File: src/rtl/fmt_pkg.sv
package fmt_pkg;

    localparam int SMP_W = 10;
    localparam int MAX_W = 14;
    localparam int PH_W  = 3;
    localparam int BC_W  = $clog2(MAX_W);

    localparam logic [SMP_W-1:0] ALIGN_WORD = 10'b10_0000_0000;

    typedef enum logic [1:0] {
        WL_10 = 2'b00,
        WL_8  = 2'b01,
        WL_12 = 2'b10,
        WL_14 = 2'b11
    } wlen_e;

    typedef struct packed {
        wlen_e            wlen;
        logic             lsb_first;
        logic             invert;
        logic [PH_W-1:0]  phase;
        logic             test;
    } cfg_t;

    localparam cfg_t CFG_RESET = '{wlen: WL_10, lsb_first: 1'b0, invert: 1'b0,
                                   phase: '0, test: 1'b0};

    function automatic int word_bits(wlen_e w);
        case (w)
            WL_8:    return 8;
            WL_12:   return 12;
            WL_14:   return 14;
            default: return SMP_W;
        endcase
    endfunction

    // Word laid out in send order, first bit at the top of the vector.
    function automatic logic [MAX_W-1:0] pack_word(logic [SMP_W-1:0] smp, cfg_t c);
        logic [SMP_W-1:0] d;
        logic [MAX_W-1:0] r;
        int               len;
        int               nd;
        d   = c.test ? ALIGN_WORD : smp;
        len = word_bits(c.wlen);
        nd  = (c.wlen == WL_8) ? 8 : SMP_W;
        r   = '0;
        for (int i = 0; i < MAX_W; i++) begin
            logic b;
            b = 1'b0;
            if (i < nd)
                b = c.lsb_first ? d[SMP_W - nd + i] : d[SMP_W - 1 - i];
            if (i < len)
                b = b ^ c.invert;
            r[MAX_W - 1 - i] = b;
        end
        return r;
    endfunction

endpackage

File: src/rtl/fmt_timing.sv
module fmt_timing
    import fmt_pkg::*;
#(
    parameter int TPB  = 12,
    localparam int TK_W = $clog2(TPB)
) (
    input  logic             clk,
    input  logic             rst,
    input  wlen_e            wlen,
    output logic [TK_W-1:0]  tick,
    output logic [BC_W-1:0]  bitc,
    output logic             frame_end
);

    logic [BC_W-1:0] last_bit;
    logic            bit_end;

    assign last_bit  = BC_W'(word_bits(wlen) - 1);
    assign bit_end   = (tick == TK_W'(TPB - 1));
    assign frame_end = bit_end && (bitc == last_bit);

    always_ff @(posedge clk) begin
        if (rst) begin
            tick <= TK_W'(TPB - 1);
            bitc <= BC_W'(SMP_W - 1);
        end else if (bit_end) begin
            tick <= '0;
            bitc <= frame_end ? '0 : bitc + 1'b1;
        end else begin
            tick <= tick + 1'b1;
        end
    end

endmodule

File: src/rtl/fmt_shreg.sv
module fmt_shreg
    import fmt_pkg::*;
(
    input  logic              clk,
    input  logic              rst,
    input  logic              load,
    input  logic              shift,
    input  logic [SMP_W-1:0]  smp,
    input  cfg_t              cfg_in,
    output cfg_t              cfg_q,
    output logic              ser
);

    logic [MAX_W-1:0] sr;

    always_ff @(posedge clk) begin
        if (rst) begin
            sr    <= '0;
            cfg_q <= CFG_RESET;
        end else if (load) begin
            sr    <= pack_word(smp, cfg_in);
            cfg_q <= cfg_in;
        end else if (shift) begin
            sr    <= sr << 1;
        end
    end

    assign ser = sr[MAX_W-1];

endmodule

File: src/rtl/fmt_dclk.sv
module fmt_dclk
    import fmt_pkg::*;
#(
    parameter int TPB  = 12,
    localparam int TK_W = $clog2(TPB),
    localparam int BASE = TPB / 4,
    localparam int STEP = TPB / 6
) (
    input  logic [TK_W-1:0]  tick,
    input  logic [PH_W-1:0]  phase,
    output logic             dclk
);

    int k;
    int off;
    int rel;

    always_comb begin
        k   = (int'(phase) >= 6) ? int'(phase) - 6 : int'(phase);
        off = (BASE + k * STEP) % TPB;
        rel = (int'(tick) >= off) ? int'(tick) - off : int'(tick) + TPB - off;
        dclk = (rel < TPB / 2);
    end

endmodule

File: src/rtl/adc_serial_fmt.sv
module adc_serial_fmt
    import fmt_pkg::*;
#(
    parameter int TPB = 12,
    localparam int TK_W = $clog2(TPB)
) (
    input  logic        clk,
    input  logic        rst,
    input  logic [9:0]  smp_i,
    input  logic [1:0]  wlen_i,
    input  logic        lsb_first_i,
    input  logic        invert_i,
    input  logic [2:0]  dphase_i,
    input  logic        test_word_i,
    output logic        ser_o,
    output logic        fclk_o,
    output logic        dclk_o
);

    cfg_t            cfg_in;
    cfg_t            cfg_q;
    logic [TK_W-1:0] tick_w;
    logic [BC_W-1:0] bitc_w;
    logic            fend_w;
    logic            shift_w;

    assign cfg_in = '{wlen: wlen_e'(wlen_i), lsb_first: lsb_first_i,
                      invert: invert_i, phase: dphase_i, test: test_word_i};

    fmt_timing #(.TPB(TPB)) u_timing (
        .clk       (clk),
        .rst       (rst),
        .wlen      (cfg_q.wlen),
        .tick      (tick_w),
        .bitc      (bitc_w),
        .frame_end (fend_w)
    );

    assign shift_w = (tick_w == TK_W'(TPB - 1));

    fmt_shreg u_shreg (
        .clk    (clk),
        .rst    (rst),
        .load   (fend_w),
        .shift  (shift_w),
        .smp    (smp_i),
        .cfg_in (cfg_in),
        .cfg_q  (cfg_q),
        .ser    (ser_o)
    );

    fmt_dclk #(.TPB(TPB)) u_dclk (
        .tick  (tick_w),
        .phase (cfg_q.phase),
        .dclk  (dclk_o)
    );

    assign fclk_o = (int'(bitc_w) < word_bits(cfg_q.wlen) / 2);

endmodule

File: config.mk
export PLATFORM = sky130hd
export DESIGN_NAME = adc_serial_fmt
export DESIGN_NICKNAME = d
export VERILOG_FILES = /design/src/rtl/fmt_pkg.sv /design/src/rtl/fmt_timing.sv /design/src/rtl/fmt_shreg.sv /design/src/rtl/fmt_dclk.sv /design/src/rtl/adc_serial_fmt.sv
export SDC_FILE = /design/constraint.sdc
export NUM_CORES = 1
export LEC_CHECK = 0
export ABC_AREA = 1
export BUFFER_PORTS_ARGS = -buffer_cell sky130_fd_sc_hd__buf_4
export CAP_MARGIN = 20
export CORE_MARGIN = 2
export CORE_UTILIZATION = 35
export CTS_BUF_LIST = sky130_fd_sc_hd__clkbuf_8
export DETAILED_ROUTE_END_ITERATION = 16
export GPL_TIMING_DRIVEN = 0
export PLACE_DENSITY = 0.51
export RECOVER_POWER = 25
export SETUP_SLACK_MARGIN = 0.5
export SLEW_MARGIN = 25
export SYNTH_ARGS = -nofsm -noshare
export SYNTH_HDL_FRONTEND = slang
export SYNTH_SLANG_ARGS = --single-unit
File: constraint.sdc
create_clock -name clk -period 4 [get_ports clk]
set_clock_uncertainty 0.1 [all_clocks]
set_input_delay 0.2 -clock clk [delete_from_list [all_inputs] [get_ports clk]]
set_output_delay 0.2 -clock clk [all_outputs]
set_load 0.01 [all_outputs]
# Word level (Yosys, flattened, before mapping)
# Index checks and enable logic that the tools add are counted.
[classes]
add_sub_neg = 23
mul = 0
div_mod_pow = 1
magnitude_cmp = 46
eq_ne = 8
shifts = 0
n_mux = 124
bitwise = 15
reduce_logical = 3
[op_table]
columns = ["operator", "count"]
rows = [
  ["32-bit by 6-bit < comparator with 1-bit output (second input constant)", 14],
  ["5-bit by 32-bit < comparator with 1-bit output (first input constant)", 12],
  ["4-bit by 32-bit < comparator with 1-bit output (first input constant)", 8],
  ["32-bit by 5-bit adder with 32-bit output (second input constant)", 6],
  ["32-bit by 4-bit adder with 32-bit output (second input constant)", 4],
  ["3-bit by 32-bit < comparator with 1-bit output (first input constant)", 4],
  ["1-bit two-way mux", 98],
  ["32-bit two-way mux", 3],
  ["32-bit by 3-bit adder with 32-bit output (second input constant)", 2],
  ["1-bit by 32-bit < comparator with 1-bit output (first input constant)", 2],
  ["2-bit by 32-bit < comparator with 1-bit output (first input constant)", 2],
  ["1-bit binary-select mux with 4-bit select", 14],
  ["3-bit by 32-bit adder with 32-bit output (first input constant)", 1],
  ["32-bit by 1-bit adder with 32-bit output", 1],
  ["32-bit by 2-bit adder with 32-bit output (second input constant)", 1],
  ["5-bit by 32-bit >= comparator with 1-bit output", 1],
  ["32-bit by 4-bit < comparator with 1-bit output (second input constant)", 1],
  ["5-bit by 32-bit < comparator with 1-bit output", 1],
  ["32-bit by 5-bit remainder unit with 32-bit output (second input constant)", 1],
  ["32-bit subtractor", 1],
  ["5-bit by 32-bit subtractor with 32-bit output", 1],
  ["5-bit by 32-bit subtractor with 32-bit output (first input constant)", 1],
  ["31-bit two-way mux", 1],
  ["14-bit two-way mux", 2],
  ["18 further kinds", 38],
]
[word_totals]
register_bits = 27
latchBits = 0
ramBits = 0
romBits = 0
input_bits = 20
memories = 0

# Depth between registers and ports, before layout
[depth]
ltp_word = 14
ltp_mapped = 59
depth_no_buf = 59

# Modules after synthesis
# Synthesis repeated with hierarchy kept, for this count alone.
[unflattened]
hier_cells = 522
area_unflattened_um2 = 3134.3
[by_module_without_submodules]
columns = ["mod", "n_inst", "cells_each", "area_per_inst_um2"]
rows = [
  ["fmt_shreg", 1, 217, 1318.8],
  ["fmt_dclk", 1, 230, 1277.5],
  ["fmt_timing", 1, 60, 449.2],
  ["adc_serial_fmt", 1, 15, 88.8],
]

# Least setup slack after synthesis
# Ideal clock, no wire load.
[synth_path]
kind = "register to output"
start = "register u_shreg.cfg_q[2] (netlist name)"
end = "output port dclk_o"
t_arrival_ns = 2.841
required_ns = 3.700
slack_ns = 0.859
path_stages_with_launch = 23
n_path_buf = 0
cell_sequence = "dfxtp_1 inv_1 nor2_1 ha_1 xor2_1 nand3_1 nand3_2 nand2_2 nand2_2 inv_1 o21ai_0 ha_1 a21oi_1 o31ai_1 a31oi_2 nand3_1 o21ai_1 nand2_1 nand3_1 nand2_1 inv_1 nand3_1 nand2_1"
[synth_between]
elab_chain_len = 7
elab_cells_between_ends = 10
classes_between = "add/sub: 4; div: 1; order compare: 3; mux: 2"
[synth_rtl]
columns = ["item", "line_no", "source"]
rows = [
  ["3-bit by 3-bit subtractor with 4-bit output or 3-bit >= comparator (tied branches)", "fmt_dclk.sv:19", "k = (int'(phase) >= 6) ? int'(phase) - 6 : int'(phase);"],
  ["31-bit two-way mux *", "fmt_dclk.sv:19", ""],
  ["3-bit by 32-bit adder with 32-bit output *", "fmt_dclk.sv:20", "off = (BASE + k * STEP) % TPB;"],
  ["32-bit by 5-bit remainder unit with 32-bit output *", "fmt_dclk.sv:20", ""],
  ["32-bit subtractor (tied with other cells)", "fmt_dclk.sv:21", "rel = (int'(tick) >= off) ? int'(tick) - off : int'(tick) + TPB - off;"],
  ["32-bit two-way mux *", "fmt_dclk.sv:21", ""],
  ["32-bit by 4-bit < comparator with 1-bit output *", "fmt_dclk.sv:22", "dclk = (rel < TPB / 2);"],
  ["end: declaration", "adc_serial_fmt.sv:17", "output logic dclk_o"],
]
# Every way passes the cells marked *; elsewhere a longest branch is shown, timed or not.

# Worst setup path after layout
[layout_path]
start = "register u_shreg.cfg_q[2] (netlist name)"
end = "output port dclk_o"
[layout_between]
elab_chain_len = 7
elab_cells_between_ends = 10
classes_between = "add/sub: 4; div: 1; order compare: 3; mux: 2"
[layout_rtl]
columns = ["item", "line_no"]
rows = [
  ["3-bit by 3-bit subtractor with 4-bit output or 3-bit >= comparator (tied branches)", "fmt_dclk.sv:19"],
  ["31-bit two-way mux *", "fmt_dclk.sv:19"],
  ["3-bit by 32-bit adder with 32-bit output *", "fmt_dclk.sv:20"],
  ["32-bit by 5-bit remainder unit with 32-bit output *", "fmt_dclk.sv:20"],
  ["32-bit subtractor (tied with other cells)", "fmt_dclk.sv:21"],
  ["32-bit two-way mux *", "fmt_dclk.sv:21"],
  ["32-bit by 4-bit < comparator with 1-bit output *", "fmt_dclk.sv:22"],
]
# Marks and branches as above.

==> summary by stage <==
Setup path
The type of element capturing the critical path is a primary output. The largest fanout on the critical path is 6. The critical path's most frequent cell is sky130_fd_sc_hd__nand2_1. The critical path required time is 3700 ps. The worst reg2reg path startpoint is u_timing.tick[2]$_SDFF_PP0_. The endpoint of the worst register-to-register path is u_shreg.sr[12]$_SDFFE_PP0P_. The delay of the slowest critical-path stage is 330 ps. The type of the worst setup path is flip-flop to primary output.

Measured in cells, the most critical reg-to-reg path has a length of 7. Walking the worst path, the cells encountered are inv_2 -> nor2_4 -> ha_4 -> xor2_2 -> nand3_2 -> nand3_4 -> nand2_4 -> nand2_4 -> buf_12 -> nand2_2 -> ha_1 -> o31ai_4 -> a31oi_4 -> buf_4 -> o21ai_1 -> nand2_1 -> nand3_1 -> nand2_1 -> inv_1 -> nand3_1 -> nand2_1 -> buf_6. The critical path's slowest cell is sky130_fd_sc_hd__dfxtp_2. STA classifies the critical path startpoint as a flip-flop. The critical path data arrival time is 3060 ps. For flop-to-flop paths, the worst setup slack is 1460 ps.

STA
Setup repair after global routing could not meet its margin everywhere. The count of final max-slew check failures is 0. Based on the critical path, the design can be clocked at up to 0.297 GHz.

The total count of hold-check failures in the final report is 0. The slew at the pin closest to its max-slew limit is 525 ps. On the final layout, the worst hold slack is 21.5 ps. Headroom to the max-slew limit came out at 65.0%. The sum of negative setup slack is 0 ps.

The worst path needs 3360 ps of the cycle, external delays included. The share of the clock period used by the worst path after layout is 84.1%. The total of endpoints with negative setup slack in the final report is 0.

Logic synthesis
Ranked by total cell area, the synthesized netlist is headed by sky130_fd_sc_hd__dfxtp_1, sky130_fd_sc_hd__nand2_1, sky130_fd_sc_hd__ha_1, sky130_fd_sc_hd__inv_1, sky130_fd_sc_hd__nand3_1. Counting flops with a built-in enable in the synthesized netlist gives 0. The largest total area in the synthesized netlist belongs to sky130_fd_sc_hd__dfxtp_1. Summing every instance area after synthesis gives 0.00276 mm^2. Among all cell types in the netlist, the one instantiated most often is sky130_fd_sc_hd__nand2_1. Dividing the synthesized area by the synthesized cell count gives 6.49 um^2.

Counting flops with an async set or reset pin after synthesis yields a share of 0%. The total of flip-flops plus latches after synthesis is 27. After synthesis, the most frequently instantiated cells are sky130_fd_sc_hd__nand2_1, sky130_fd_sc_hd__inv_1, sky130_fd_sc_hd__nand3_1.

In the synthesized netlist, the number of instances is 426. The synthesized design devotes to its leading area cell type 19.6% of total area. The number of distinct library cells after synthesis is 39. The sequential-to-total area share from yosys stat is 19.6%. For this run, the number of Yosys warnings is 0. The most instantiated flip-flop cell in the synthesis netlist is sky130_fd_sc_hd__dfxtp_1.

Drt
The first-pass iteration count of the detailed router is 4. For this run, design rule violations remaining after detail routing come to 0. The via density per instance is 4.81.

The count of nets left with antenna violations once routing finished came out at 0. The routed via count is 2733. The first-iteration detailed-routing DRC count is 102. The routed wire length per instance is 11.0 um. The final wirelength is 6230 um.

Global route
After global routing the overflow that remains totals 0. In the global route stage, overall resource usage came out at 15.1%. The first global-routing pass estimated 11000 um of wire. The via count of the first global-routing pass is 2548. The number of antenna violations at the first check in global routing is 0. The largest net degree at the start of global routing is 17.

Min path
The startpoint identified for the worst hold timing path is rst. The hold path endpoint is u_shreg.sr[5]$_SDFFE_PP0P_. The kind of path behind the tightest hold check is primary input to flip-flop. Counting instances, the worst hold path has a depth of 2.

Clocking
The master cell of the clock root buffer is sky130_fd_sc_hd__clkbuf_8. After clock tree synthesis, the clock-pin slew on the worst setup and hold paths is 90 ps. The clock passes through at most 2 buffers. The TritonCTS clock tree is yes. The clock net in this run drives a total of 27 sinks. The clock buffer count from CTS is 3. The number of buffers inserted by hold repair at cts is 0.

The number of levels the H-tree was split into is 1. The later pin in the worst-skew pair is clocked with a latency of 290 ps.

Final layout
The layout has 834 filler cells. The ratio of cells with drive above 1 in the final layout is 19.7%. The repair_antennas step left the layout with diodes totalling 0. The net count of the finished layout is 510. The area overhead of the layout relative to synthesis is 20.5%.

Die
The I/O pin total is 23. The total area inside the core boundary comes to 0.00769 mm^2. Measured along the x axis, the die boundary spans 92.9 um.

For this configuration, the core starts out at a cell density of 36.0%. The floorplan step defined a die boundary enclosing 0.00862 mm^2. The placement row count is 32. The overall die height is 92.9 um.

Place
The wire-length estimate of the detail-placed layout is 4890 um. The count of buffers added on input and output ports is 21. At the end of routability-driven placement, the weighted congestion stood at 0.850.

Power and ir drop
The maximum vdd drop is 0.434 mV. Summed over all cells, the static leakage comes to 1.57 nW. The power density relative to cell area is 885 mW/mm^2.

Run
The number of violations of the max-capacitance limit is 0.

Status
The flow ran to the end, and the final reports show no timing, DRC or antenna violations.
critical path, delay by kind of cell (launching register included):
family / cells / cell delay (ps)
flops: 1 / 330
compound gates: 3 / 510
fa+ha+maj: 2 / 480
xor+xnor: 1 / 150
buf+inv: 5 / 460
simple gates: 11 / 880
worst max path at each step:
stage | startpoint | endpoint | depth (start not counted)
after floorplan | u_shreg.cfg_q[2]$_SDFFE_PP0P_ | dclk_o | 22
after global placement | u_shreg.cfg_q[2]$_SDFFE_PP0P_ | dclk_o | 23
after detailed placement | u_shreg.cfg_q[2]$_SDFFE_PP0P_ | dclk_o | 22
after CTS | u_shreg.cfg_q[2]$_SDFFE_PP0P_ | dclk_o | 22
after global routing | u_shreg.cfg_q[2]$_SDFFE_PP0P_ | dclk_o | 22
final | u_shreg.cfg_q[2]$_SDFFE_PP0P_ | dclk_o | 22
cells in the final DEF, fill, tap and decap left out, types with 11 or more instances in the layout:
cell / instances
sky130_fd_sc_hd__nand2_1: 98
sky130_fd_sc_hd__inv_1: 50
sky130_fd_sc_hd__nand3_1: 34
sky130_fd_sc_hd__o21ai_0: 29
sky130_fd_sc_hd__a21oi_1: 27
sky130_fd_sc_hd__buf_4: 27
sky130_fd_sc_hd__dfxtp_1: 24
sky130_fd_sc_hd__nor2_1: 23
sky130_fd_sc_hd__ha_1: 19
sky130_fd_sc_hd__nand2_2: 16
sky130_fd_sc_hd__nand3_2: 14
sky130_fd_sc_hd__clkbuf_1: 11
sky130_fd_sc_hd__xor2_1: 11
power breakdown:
part	total (mW)	internal [mW]	switching (mW)
clock	0.163	0.0710	0.0920
combinational	2.34	1.03	1.31
sequential	0.445	0.361	0.0840
total	2.95	1.46	1.49
layer usage:
metal / up-vias / share of wire [%] / routed length (um) / track usage [%]
li1: 1473 / - / - / -
met1: 1222 / 49 / 3050 / 19.8
met2: 33 / 47 / 2960 / 26.8
met3: 5 / 2.7 / 169 / 1.22
met4: 0 / 0.90 / 56 / 3.31
met5: - / 0 / 0 / 0
logic make-up (layout without fill, tap and decap cells):
kind of cell / after synthesis / count (layout) / synth area share, %
AOI/OAI and AO/OA: 90 / 90 / 18.2
xor gates and xnor gates: 15 / 15 / 4.75
adders and majority gates: 23 / 23 / 10.7
buffers and inverters: 70 / 104 / 12.3
DFF: 27 / 27 / 19.6
other: 2 / 8 / 0.272
and+or+nand+nor: 199 / 199 / 34.3
area by class of cell:
cell class | instances | area (um^2) | area share [%]
Buffer | 13 | 106 | 3.19
Clock buffer | 3 | 41.3 | 1.24
Clock inverter | 1 | 7.51 | 0.225
Inverter | 57 | 234 | 7.03
Multi-Input combinational cell | 335 | 2030 | 61.0
Sequential cell | 27 | 544 | 16.3
Tap cell | 102 | 128 | 3.83
Timing Repair Buffer | 30 | 238 | 7.14
state kept, by name, summed over array words and instances (netlist names):
signal,flops
u_timing.tick,4
u_shreg.sr,14
u_shreg.cfg_q,5
u_timing.bitc,4
per-stage QoR:
step / instances / power (mW) / setup WS, ps / instance area, um^2 / utilization [%]
final: 568 / 2.95 / 635 / 3330 / 43.3
after global routing: 568 / 3.29 / 413 / 3330 / 43.3
after CTS: 563 / 2.63 / 506 / 3190 / 41.5
after detailed placement: 555 / 2.25 / 338 / 3070 / 40.0
after global placement: 555 / 2.24 / 345 / 3070 / 40.0
after floorplan: 432 / 1.89 / 859 / 2790 / -
repair_timing:
item,CTS,global route
gates resized for setup,9,18
buffers inserted,4,5
setup endpoints to repair,1,1
cloned,0,0
pin swaps,2,11
No activity file was read; power rests on OpenSTA's default activity.
